==> config.mk <==
export PLATFORM = sky130hd
export DESIGN_NAME = ir_pulse_timer
export DESIGN_NICKNAME = d
export VERILOG_FILES = /design/src/rtl/ir_pulse_timer.sv
export SDC_FILE = /design/constraint.sdc
export NUM_CORES = 1
export LEC_CHECK = 0
export CAP_MARGIN = 10
export CORE_AREA = 10 10 106 108
export CTS_BUF_LIST = sky130_fd_sc_hd__clkbuf_4 sky130_fd_sc_hd__clkbuf_8 sky130_fd_sc_hd__clkbuf_16
export DETAILED_ROUTE_END_ITERATION = 8
export DIE_AREA = 0 0 116 118
export DONT_BUFFER_PORTS = 1
export PLACE_DENSITY = 0.46
export REMOVE_ABC_BUFFERS = 1
export SLEW_MARGIN = 15
export SYNTH_ARGS = -nofsm -noshare
export SYNTH_HDL_FRONTEND = slang
export SYNTH_SLANG_ARGS = --single-unit
==> constraint.sdc <==
create_clock -name clk -period 2.45 [get_ports clk]
set_input_delay 0.49 -clock clk [delete_from_list [all_inputs] [get_ports clk]]
set_output_delay 0.49 -clock clk [all_outputs]
set_load 0.02 [all_outputs]
==> src/rtl/ir_pulse_timer.sv <==
module ir_pulse_timer #(
  parameter int WIDTH = 16
) (
  input  logic                     clk,
  input  logic                     rst_n,
  input  logic                     run,
  input  logic                     poll_en,
  input  logic                     start_en,
  input  logic                     reload_en,
  input  logic                     rise_en,
  input  logic                     fall_en,
  input  logic [WIDTH-1:0]         reload_val,
  input  logic [WIDTH-1:0]         min_cap,
  input  logic                     pin,
  output logic [WIDTH-WIDTH/2-1:0] cap_hi,
  output logic [WIDTH/2-1:0]       cap_lo,
  output logic                     overflow,
  output logic                     first,
  output logic                     irq
);
  localparam int HALF = WIDTH / 2;

  typedef enum logic [1:0] {ARM_FIRST, ARM_SECOND, ARM_DONE} arm_t;

  logic [1:0]       sync_q;
  logic             pin_d;
  logic             run_q;
  logic [WIDTH-1:0] cnt;
  logic [WIDTH-1:0] cap_q;
  logic             ov_q;
  logic             irq_q;
  arm_t             arm;

  wire active    = run & run_q;
  wire run_go    = run & ~run_q;
  wire wrap      = (cnt == {WIDTH{1'b1}});
  wire edge_hit  = (rise_en & sync_q[1] & ~pin_d) | (fall_en & ~sync_q[1] & pin_d);
  wire evt       = active & ~poll_en & edge_hit;
  wire first_evt = evt & start_en & (arm == ARM_FIRST);
  wire second_evt = evt & start_en & (arm == ARM_SECOND);
  wire accept    = second_evt & (cnt > min_cap) & ~ov_q;
  wire reject    = second_evt & ~accept;
  wire do_reload = first_evt | reject | (evt & reload_en);
  wire [WIDTH-1:0] cnt_step = wrap ? reload_val : cnt + 1'b1;
  wire [WIDTH-1:0] cap_view = poll_en ? cnt : cap_q;

  always_ff @(posedge clk or negedge rst_n) begin
    if (!rst_n) begin
      sync_q <= '0;
      pin_d  <= 1'b0;
    end else begin
      sync_q <= {sync_q[0], pin};
      pin_d  <= sync_q[1];
    end
  end

  always_ff @(posedge clk or negedge rst_n) begin
    if (!rst_n) begin
      run_q <= 1'b0;
      cnt   <= '0;
      cap_q <= '0;
      ov_q  <= 1'b0;
      irq_q <= 1'b0;
      arm   <= ARM_FIRST;
    end else begin
      run_q <= run;
      irq_q <= accept;
      if (run_go) begin
        cnt  <= reload_val;
        ov_q <= 1'b0;
        arm  <= ARM_FIRST;
      end else if (active) begin
        cnt <= do_reload ? reload_val : cnt_step;
        if (first_evt | reject) ov_q <= 1'b0;
        else if (wrap)          ov_q <= 1'b1;
        if (evt) cap_q <= cnt;
        if (!start_en)      arm <= ARM_FIRST;
        else if (first_evt) arm <= ARM_SECOND;
        else if (accept)    arm <= ARM_DONE;
        else if (reject)    arm <= (rise_en & fall_en) ? ARM_FIRST : ARM_SECOND;
      end
    end
  end

  assign cap_hi   = cap_view[WIDTH-1:HALF];
  assign cap_lo   = cap_view[HALF-1:0];
  assign overflow = ov_q;
  assign first    = (arm == ARM_SECOND);
  assign irq      = irq_q;

  assert_run_go_R1: assert property (@(posedge clk) disable iff (!rst_n)
    (run && !run_q) |=> (cnt == $past(reload_val) && !overflow && !first));

  assert_hold_R2: assert property (@(posedge clk) disable iff (!rst_n)
    !run |=> ($stable(cnt) && !irq));

  assert_wrap_R3: assert property (@(posedge clk) disable iff (!rst_n)
    (active && wrap && !evt) |=> (overflow && cnt == $past(reload_val)));

  assert_irq_mode_R6: assert property (@(posedge clk) disable iff (!rst_n)
    irq |-> $past(start_en && !poll_en && run));

  assert_irq_pulse_R8: assert property (@(posedge clk) disable iff (!rst_n)
    irq |=> !irq);

  assert_irq_first_R8: assert property (@(posedge clk) disable iff (!rst_n)
    irq |-> (!first && $past(first)));

  assert_reject_R9: assert property (@(posedge clk) disable iff (!rst_n)
    reject |=> (!overflow && !irq && cnt == $past(reload_val)));

  assert_rearm_R10: assert property (@(posedge clk) disable iff (!rst_n)
    (reject && rise_en && fall_en) |=> !first);
endmodule

Word level (Yosys, flattened, before mapping)
Cells that the tools add are included.
- bits in registers: 40
- bits in latches: 0
- RAM bits: 0
- ROM bits: 0
- bits of input ports: 41
- memories: 0
- $add $sub $neg: 1
- multipliers: 0
- div/mod/pow operators: 0
- $lt $le $gt $ge: 1
- equality and inequality tests: 3
- shifts and indexed selects: 0
- muxes and demuxes: 16
- bitwise operators: 26
- reductions and logical operators: 6
- operators by type and width (cell ; count):
    $mux 16 ; 5
    $add 16x1->16 const B ; 1
    $and 1x1->1 ; 16
    $eq 16x16->1 const B ; 1
    $gt 16x16->1 ; 1
    $mux 2 ; 6
    $not 1->1 ; 7
    $mux 1 ; 5
    $ne 5x1->1 const B ; 1
    $reduce_and 2->1 ; 2
    $or 1x1->1 ; 3
    $reduce_and 3->1 ; 1
    $reduce_bool 3->1 ; 1
    $eq 2x1->1 const B ; 1
    $logic_not 2->1 ; 1
    $reduce_bool 2->1 ; 1

Longest topological paths before layout
Gate-level depths: netlist (run 1).
- word-level depth: 17
- depth in mapped cells: 10

Worst setup path after synthesis (run 1)
No wires, ideal clock.
- kind: input-to-reg
- from: input min_cap[15]
- to: register cnt[2]
- setup time: 0.126 ns
- data arrival time: 2.418 ns
- path slack: -0.094 ns
- stages: 9
- path buffers: 0
- cells stage by stage: inv_1 > ha_1 > nand4_1 > nor2_1 > nand2_1 > o2111a_1 > nor3_1 > nand2_1 > a311o_1
- cells in the longest elaborated chain, start to end: 10
- ends and longest elaborated chain (what ; line ; RTL):
    from (decl) ; 13 ; input logic [WIDTH-1:0] min_cap,
    $gt 16x16->1 ; 41 ; wire accept = second_evt & (cnt > min_cap) & ~ov_q;
    $and 1x1->1 (2 in a row) ; 41 ;
    $not 1->1 ; 42 ; wire reject = second_evt & ~accept;
    $and 1x1->1 ; 42 ;
    $or 1x1->1 (2 in a row) ; 43 ; wire do_reload = first_evt | reject | (evt & reload_en);
    $mux 16 ; 73 ; cnt <= do_reload ? reload_val : cnt_step;
    $mux 16 ; 72 ; end else if (active) begin
    $mux 16 ; 68 ; if (run_go) begin
    to (signal assigned) ; 69 ; cnt <= reload_val;
    to (signal assigned) ; 73 ;
    to (decl) ; 28 ; logic [WIDTH-1:0] cnt;
No other way between the ends. The select of a mux whose other input is x is not followed.
A chain may end at the register's enable or synchronous reset.

Worst setup path after layout (run 1)
- from: register cnt[13]
- to: register cnt[12]
- cells in the longest elaborated chain, start to end: 10
- ends and longest elaborated chain (what ; line):
    $gt 16x16->1 ; 41
    $and 1x1->1 (2 in a row) ; 41
    $not 1->1 ; 42
    $and 1x1->1 ; 42
    $or 1x1->1 (2 in a row) ; 43
    $mux 16 (*) ; 73
    $mux 16 (*) ; 72
    $mux 16 (*) ; 68
Every way passes the cells marked *; elsewhere a longest branch is shown, timed or not. The select of a mux whose other input is x is not followed.

==> qor.csv, run 1 <==
stage,metric,value,unit
outcome,status,finished with violations,
outcome,violations,setup timing,
sta,rsz0062_at_grt,true,
route,drc,0,
sta,drv_slew,0,
die,die_w,116,um
final_layout,final_common_cell,dfrtp_1,
critical_path,rrSetupSlack,-0.06,ns
pwr,power_switching,907.3,uW
critical_path,worst-r2r-cell-count,8,
route,wirelength,8025,um
hold_path,hold_path_class,input pin to asynchronous set/reset pin,
pwr,p_clk_frac,0.238,
placed_design,gp_congestion,0.8309,
die,num_rows,35,
final_layout,drive_gt1_frac,0.2949,
clocking,cts.clk_slew.worst_paths,0.09,ns
job,drv_cap,0,
final_layout,areaGrowthSynthToFinish,21.45,%
placed_design,place_area,0.002968,sq mm
sta,tightest_slew,0.3986,ns
pwr,p_per_area,797.5,mW/mm^2
sta,fin_crit_sh,1.024,
route,ant_nets,0,
sta,max-slew-margin-rel,0.7333,
placed_design,portBuffers,0,
critical_path,path_depth,8,
pwr,p_total,2576,uW
sta,hold_viol,0,
synth,synth_seq_cells,40,
final_layout,final_cell_mix,"dfrtp_1 (39), buf_4 (30), nand2_1 (29)",
sta,max_freq,398.8,MHz
synth,yosysWarnings,0,
clocking,insertion_delay,0.30,ns
synth,synth_top_cell_area_share,0.3763,
critical_path,slowest_delay,0.45,ns
sta,setup_viol,4,
die,die_area,0.01369,sq mm
sta,fin_ws,-0.05781,ns
route,wl_per_cell,18.97,um
pwr,pwr-share-comb,0.406,
pwr,irDropWorstVdd,0.2371,mV
final_layout,fin_util,0.3547,
critical_path,cp.arrival,2.70,ns
synth,synth_cells,284,
clocking,clock_sinks,40,
die,ioPinCount,60,
final_layout,stdcell_area,0.003231,sq mm
clocking,cts_tree,built,
synth,synth_edf_count,0,
critical_path,critPathMaxFanout,6,
critical_path,crit-reg2reg-capture,cnt[12],
global_routing,grt_pass1_wl,12410,um
synth,ys.flop_type,dfrtp_1,
final_layout,diodes,0,
synth,syn_area_per_cell,9.366,sq um
critical_path,path_buf_inv,1,
synth,synth_area_leaders,"dfrtp_1 (38%), mux2_2 (11%), ha_1 (8.0%), nand2_1 (4.2%), inv_1 (3.5%)",
synth,synth.distinct_cells,49,
placed_design,dpl.hpwl,6015,um
die,die_h,118,um
critical_path,startpoint_type,register,
die,start_util,0.2920,
die,coreArea,0.009109,sq mm
critical_path,crit_chain,ha_4 -> nand4_1 -> nor2_2 -> nand2_1 -> o2111a_2 -> or3_4 -> buf_4 -> a221o_1,
synth,synth_area,0.002660,sq mm
critical_path,r2r-start,cnt[13],
clocking,clockBufferDepth,2,
placed_design,pre_cts_slack,-0.1901,ns
synth,yosysTopAreaCell,dfrtp_1,
critical_path,critPathTopFamily,simple AND/OR/NAND/NOR gates,
critical_path,cp_slowest_cell,dfrtp_2,
route,dr.pass1.iters,4,
pwr,swShare,0.3522,
global_routing,grtUsageTotal,0.1167,
clocking,cts_made_buffers,5,
critical_path,critPathCapture,cnt[12],
route,num_vias,2186,
clocking,root_buffer,clkbuf_8,
final_layout,nets,369,
synth,ys_seq_area_frac,0.3763,
global_routing,antenna_found_initial,0,
critical_path,cp-end-kind,register,
route,vias_per_cell,5.168,
critical_path,cp.required,2.64,ns
pwr,seq_power_share,0.356,
critical_path,path_class,register to register,
sta,period_minus_slack,2.508,ns
pwr,internal_power,1669,uW
global_routing,grt.overflow.total,0,
sta,finalClockSkew,0.007816,ns
route,drt-initial-drc-count,111,
synth,async_flop_share,1.000,
pwr,p_leak,0.001398,uW
global_routing,grt_pass1_vias,2208,
clocking,h-tree-depth,2,
critical_path,worstSetupStartpoint,cnt[13],
global_routing,grt_max_degree,42,
==> state kept, by name, summed over array words and instances (netlist names) <==
register,flops
cap_q,16
irq,1
pin_d,1
run_q,1
cnt,16
sync_q,2
arm,2
overflow,1
==> worst min path at each step <==
stage	to	slack, ns	cells past startpoint
after floorplan	arm[0]	0.19	0
after global placement	cap_q[7]	0.20	0
after detailed placement	cap_q[7]	0.20	0
after CTS	cnt[4]	0.03	1
after global routing	cnt[4]	0.04	1
final	cnt[8]	0.02	1
==> through the flow <==
| step | std cells | hold slack (ns) | setup TNS (ns) |
|---|---|---|---|
| floorplan | 270 | 0.1944 | -0.9865 |
| global placement | 411 | 0.1966 | -1.458 |
| detailed placement | 411 | 0.1966 | -2.282 |
| CTS | 422 | 0.02958 | -0.05767 |
| global route | 423 | 0.03752 | -1.990 |
| finish | 423 | 0.01832 | -0.1975 |
==> timing repair <==
action | CTS | global route
hold buffers | 1 | 0
pin swaps | 3 | 11
gates resized for setup | 7 | 12
hold endpoints to repair | 40 | 0
setup endpoints to repair | 15 | 16
setup buffers | 2 | 1
==> cell families after synthesis <==
group / share of synthesized area
XOR/XNOR: 0.003293
flip-flops: 0.3763
buffers and inverters: 0.06585
AO/OA/AOI/OAI: 0.1642
multiplexers: 0.1143
adder cells (fa/ha/maj): 0.07996
AND/OR/NAND/NOR: 0.1962
==> power groups by stage <==
stage | clock, uW | combinational [uW] | sequential (uW)
after floorplan | 0 | 654 | 948
after global placement | 0 | 988 | 925
after detailed placement | 0 | 1000 | 932
after CTS | 635 | 1050 | 917
after global routing | 653 | 1160 | 939
final | 612 | 1050 | 917
==> layer usage <==
metal  global-route usage  share of wire  vias to the layer above
li1                     -              -                     1089
met1               0.1427           0.43                     1047
met2               0.1879           0.49                       43
met3              0.04434          0.076                        7
met4              0.02582         0.0076                        0
met5                    0              0                        -
==> area by class of cell <==
class / instances / area [sq um]
Fill cell: 946 / 5878
Multi-Input combinational cell: 205 / 1565
Sequential cell: 40 / 1002
Timing Repair Buffer: 34 / 304.0
Tap cell: 111 / 138.9
Clock buffer: 7 / 96.34
Inverter: 25 / 93.84
Clock inverter: 1 / 30.03
==> cell usage after synthesis, types with 2 or more instances <==
library cell / number
ha_1: 17
nand3b_1: 4
or3_1: 7
nand2_1: 30
nand4_1: 6
nor2b_1: 5
o32ai_1: 2
a311o_1: 7
clkbuf_1: 7
inv_1: 25
nor4_1: 3
a21oi_1: 8
a211oi_2: 3
o21ai_0: 12
buf_2: 4
dfrtp_1: 40
o22ai_1: 3
and2_1: 3
a311oi_1: 2
mux2_2: 27
nor3_1: 8
a211o_1: 2
nor2_1: 14
a31oi_1: 3
a211oi_1: 7
nand3_1: 12
Power figures use the tool's default switching activity.
==> run 2: changes to the inputs <==
CORE_AREA = 10 10 88 90   (was 10 10 106 108)
DIE_AREA = 0 0 98 100   (was 0 0 116 118)
PLACE_DENSITY = 0.63   (was 0.46)
==> run 2 against run 1 <==
  * The flow still finishes with violations (setup timing)
  * Core utilization grew 16 points
  * Fmax shrank 0.28%
  * Sequential share of layout area grew 0.98 points
  * Flip-flop and latch count is the same
  * Clock skew is essentially flat
  * Largest cell class unchanged
==> qor.csv, run 2 (synthesis gave the netlist of run 1 again) <==
stage,metric,value,unit,change
critical_path,r2r-start,cnt[13],,
die,ioPinCount,60,,unchanged
pwr,internal_power,1540,uW,-7.7%
critical_path,critPathTopFamily,simple AND/OR/NAND/NOR gates,,
critical_path,path_buf_inv,1,,unchanged
placed_design,gp_congestion,0.8335,,+0.31%
final_layout,nets,367,,-0.54%
critical_path,worst-r2r-cell-count,8,,unchanged
job,drv_cap,0,,unchanged
pwr,irDropWorstVdd,0.3827,mV,+61%
final_layout,drive_gt1_frac,0.2751,,-0.01979
critical_path,critPathMaxFanout,10,,+4
sta,hold_viol,0,,unchanged
global_routing,grt_pass1_wl,11500,um,-7.3%
route,wl_per_cell,18.57,um,-2.1%
die,coreArea,0.006132,sq mm,-33%
final_layout,fillers,565,,-40%
outcome,status,finished with violations,,
clocking,clockBufferDepth,2,,unchanged
global_routing,grt_max_degree,42,,unchanged
sta,max_freq,397.6,MHz,-0.28%
pwr,power_switching,874.5,uW,-3.6%
critical_path,rrSetupSlack,-0.06,ns,about the same
final_layout,final_common_cell,dfrtp_1,,
clocking,clock_sinks,40,,unchanged
pwr,p_total,2414,uW,-6.3%
global_routing,antenna_found_initial,0,,unchanged
die,die_area,0.009800,sq mm,-28%
placed_design,place_area,0.002893,sq mm,-2.5%
global_routing,grt_util_met2,0.2447,,+0.05677
sta,period_minus_slack,2.515,ns,+0.007111 ns
outcome,violations,setup timing,,
clocking,insertion_delay,0.29,ns,about the same
sta,fin_crit_sh,1.026,,+0.002903
route,dr.pass1.iters,4,,unchanged
pwr,pwr-share-comb,0.421,,+0.015
clocking,h-tree-depth,2,,unchanged
sta,rsz0062_at_grt,true,,
global_routing,grtUsageTotal,0.1418,,+0.02514
critical_path,path_depth,8,,unchanged
pwr,p_clk_frac,0.199,,-0.039
critical_path,cp.arrival,2.69,ns,about the same
critical_path,path_class,register to register,,
critical_path,crit-reg2reg-capture,cnt[12],,
critical_path,crit_chain,ha_4 -> nand4_1 -> nor2_2 -> nand2_1 -> o2111a_2 -> or3_4 -> buf_6 -> a221o_1,,
critical_path,critPathCapture,cnt[12],,
sta,fin_ws,-0.06492,ns,-0.007111 ns
pwr,p_leak,0.001366,uW,-2.3%
critical_path,startpoint_type,register,,
pwr,p_per_area,771.9,mW/mm^2,-3.2%
sta,tightest_slew,0.4018,ns,+0.003194 ns
route,vias_per_cell,5.720,,+11%
critical_path,cp_slowest_cell,dfrtp_1,,
die,die_w,98,um,-16%
die,num_rows,29,,-17%
global_routing,grt.overflow.total,0,,unchanged
hold_path,hold_path_class,input pin to asynchronous set/reset pin,,
global_routing,busiest_layer,met2,,
route,wirelength,7167,um,-11%
critical_path,slowest_delay,0.43,ns,-0.02 ns
die,die_h,100,um,-15%
global_routing,met1_usage,0.1655,,+0.02272
final_layout,diodes,0,,unchanged
clocking,cts.clk_slew.worst_paths,0.08,ns,about the same
placed_design,dpl.hpwl,5314,um,-12%
critical_path,cp.required,2.62,ns,-0.02 ns
pwr,swShare,0.3622,,+0.01002
route,ant_nets,0,,unchanged
die,start_util,0.4338,,+0.1418
clocking,root_buffer,clkbuf_8,,
final_layout,final_cell_mix,"dfrtp_1 (40), nand2_1 (30), buf_4 (29)",,
global_routing,grt_pass1_vias,2283,,+3.4%
critical_path,worstSetupStartpoint,cnt[13],,
pwr,seq_power_share,0.380,,+0.024
sta,max-slew-margin-rel,0.7311,,-0.002137
sta,drv_slew,0,,unchanged
route,drt-initial-drc-count,119,,+7.2%
global_routing,met3_usage,0.03777,,-0.006568
sta,finalClockSkew,0.008190,ns,+0.0003735 ns
sta,setup_viol,7,,+3
final_layout,stdcell_area,0.003128,sq mm,-3.2%
final_layout,top_regs,"cap_q x16, cnt x16",,
route,drc,0,,unchanged
clocking,cts_made_buffers,5,,unchanged
placed_design,portBuffers,0,,unchanged
route,num_vias,2208,,+1.0%
clocking,cts_tree,built,,
critical_path,cp-end-kind,register,,
final_layout,areaGrowthSynthToFinish,17.59,%,
run 2: stage by stage:
step	setup TNS (ns)	hold WS [ns]	utilization	worst slack, ns	std cells
3_3_place_gp	-1.142	0.1964	0.4717	-0.1155	376
4_1_cts	-0.004741	0.04066	0.4942	-0.004741	384
5_1_grt	-1.805	0.04679	0.5101	-0.1640	386
3_5_place_dp	-1.696	0.1961	0.4717	-0.1641	376
2_1_floorplan	-0.9865	0.1944	-	-0.1917	270
6_report	-0.2370	0.03170	0.5101	-0.06492	386
run 2: worst min path at each step:
stage               start        to  slack (ns)  cells after the start
floorplan           rst_n    arm[0]        0.19                      0
global placement    rst_n  cap_q[2]        0.20                      0
detailed placement  rst_n  cap_q[2]        0.20                      0
CTS                 rst_n  cap_q[2]        0.04                      1
global route        rst_n  overflow        0.05                      1
finish              rst_n  cap_q[2]        0.03                      1
run 2: per-layer routing:
layer / vias to the layer above / routed length (um)
li1: 1080 / -
met1: 1055 / 3082
met2: 64 / 3500
met3: 9 / 462
met4: 0 / 122
met5: - / 0
run 2: power by group through the flow:
stage          clock, uW  sequential [uW]  combinational [uW]
2_1_floorplan          0              948                 654
3_3_place_gp           0              924                 947
3_5_place_dp           0              932                 964
4_1_cts              491              918                 995
5_1_grt              513              939                1140
6_report             481              917                1020
run 2: area by class of cell:
type,count,area (sq um),area share
timing repair buffer,32,264.0,0.08440
multi-input combinational,205,1577,0.5040
inverter,25,93.84,0.03000
clock buffer,7,96.34,0.03080
tap,77,96.34,0.03080
sequential,40,1001,0.3200
run 2: repair_timing:
item                                    4_1_cts  5_1_grt
buffers inserted                              0        2
pin swaps                                     3        4
hold buffers                                  1        0
endpoints found under the hold margin        40        0
endpoints found under the setup margin       12       15
cloned                                        0        0
gates resized for setup                       4       13
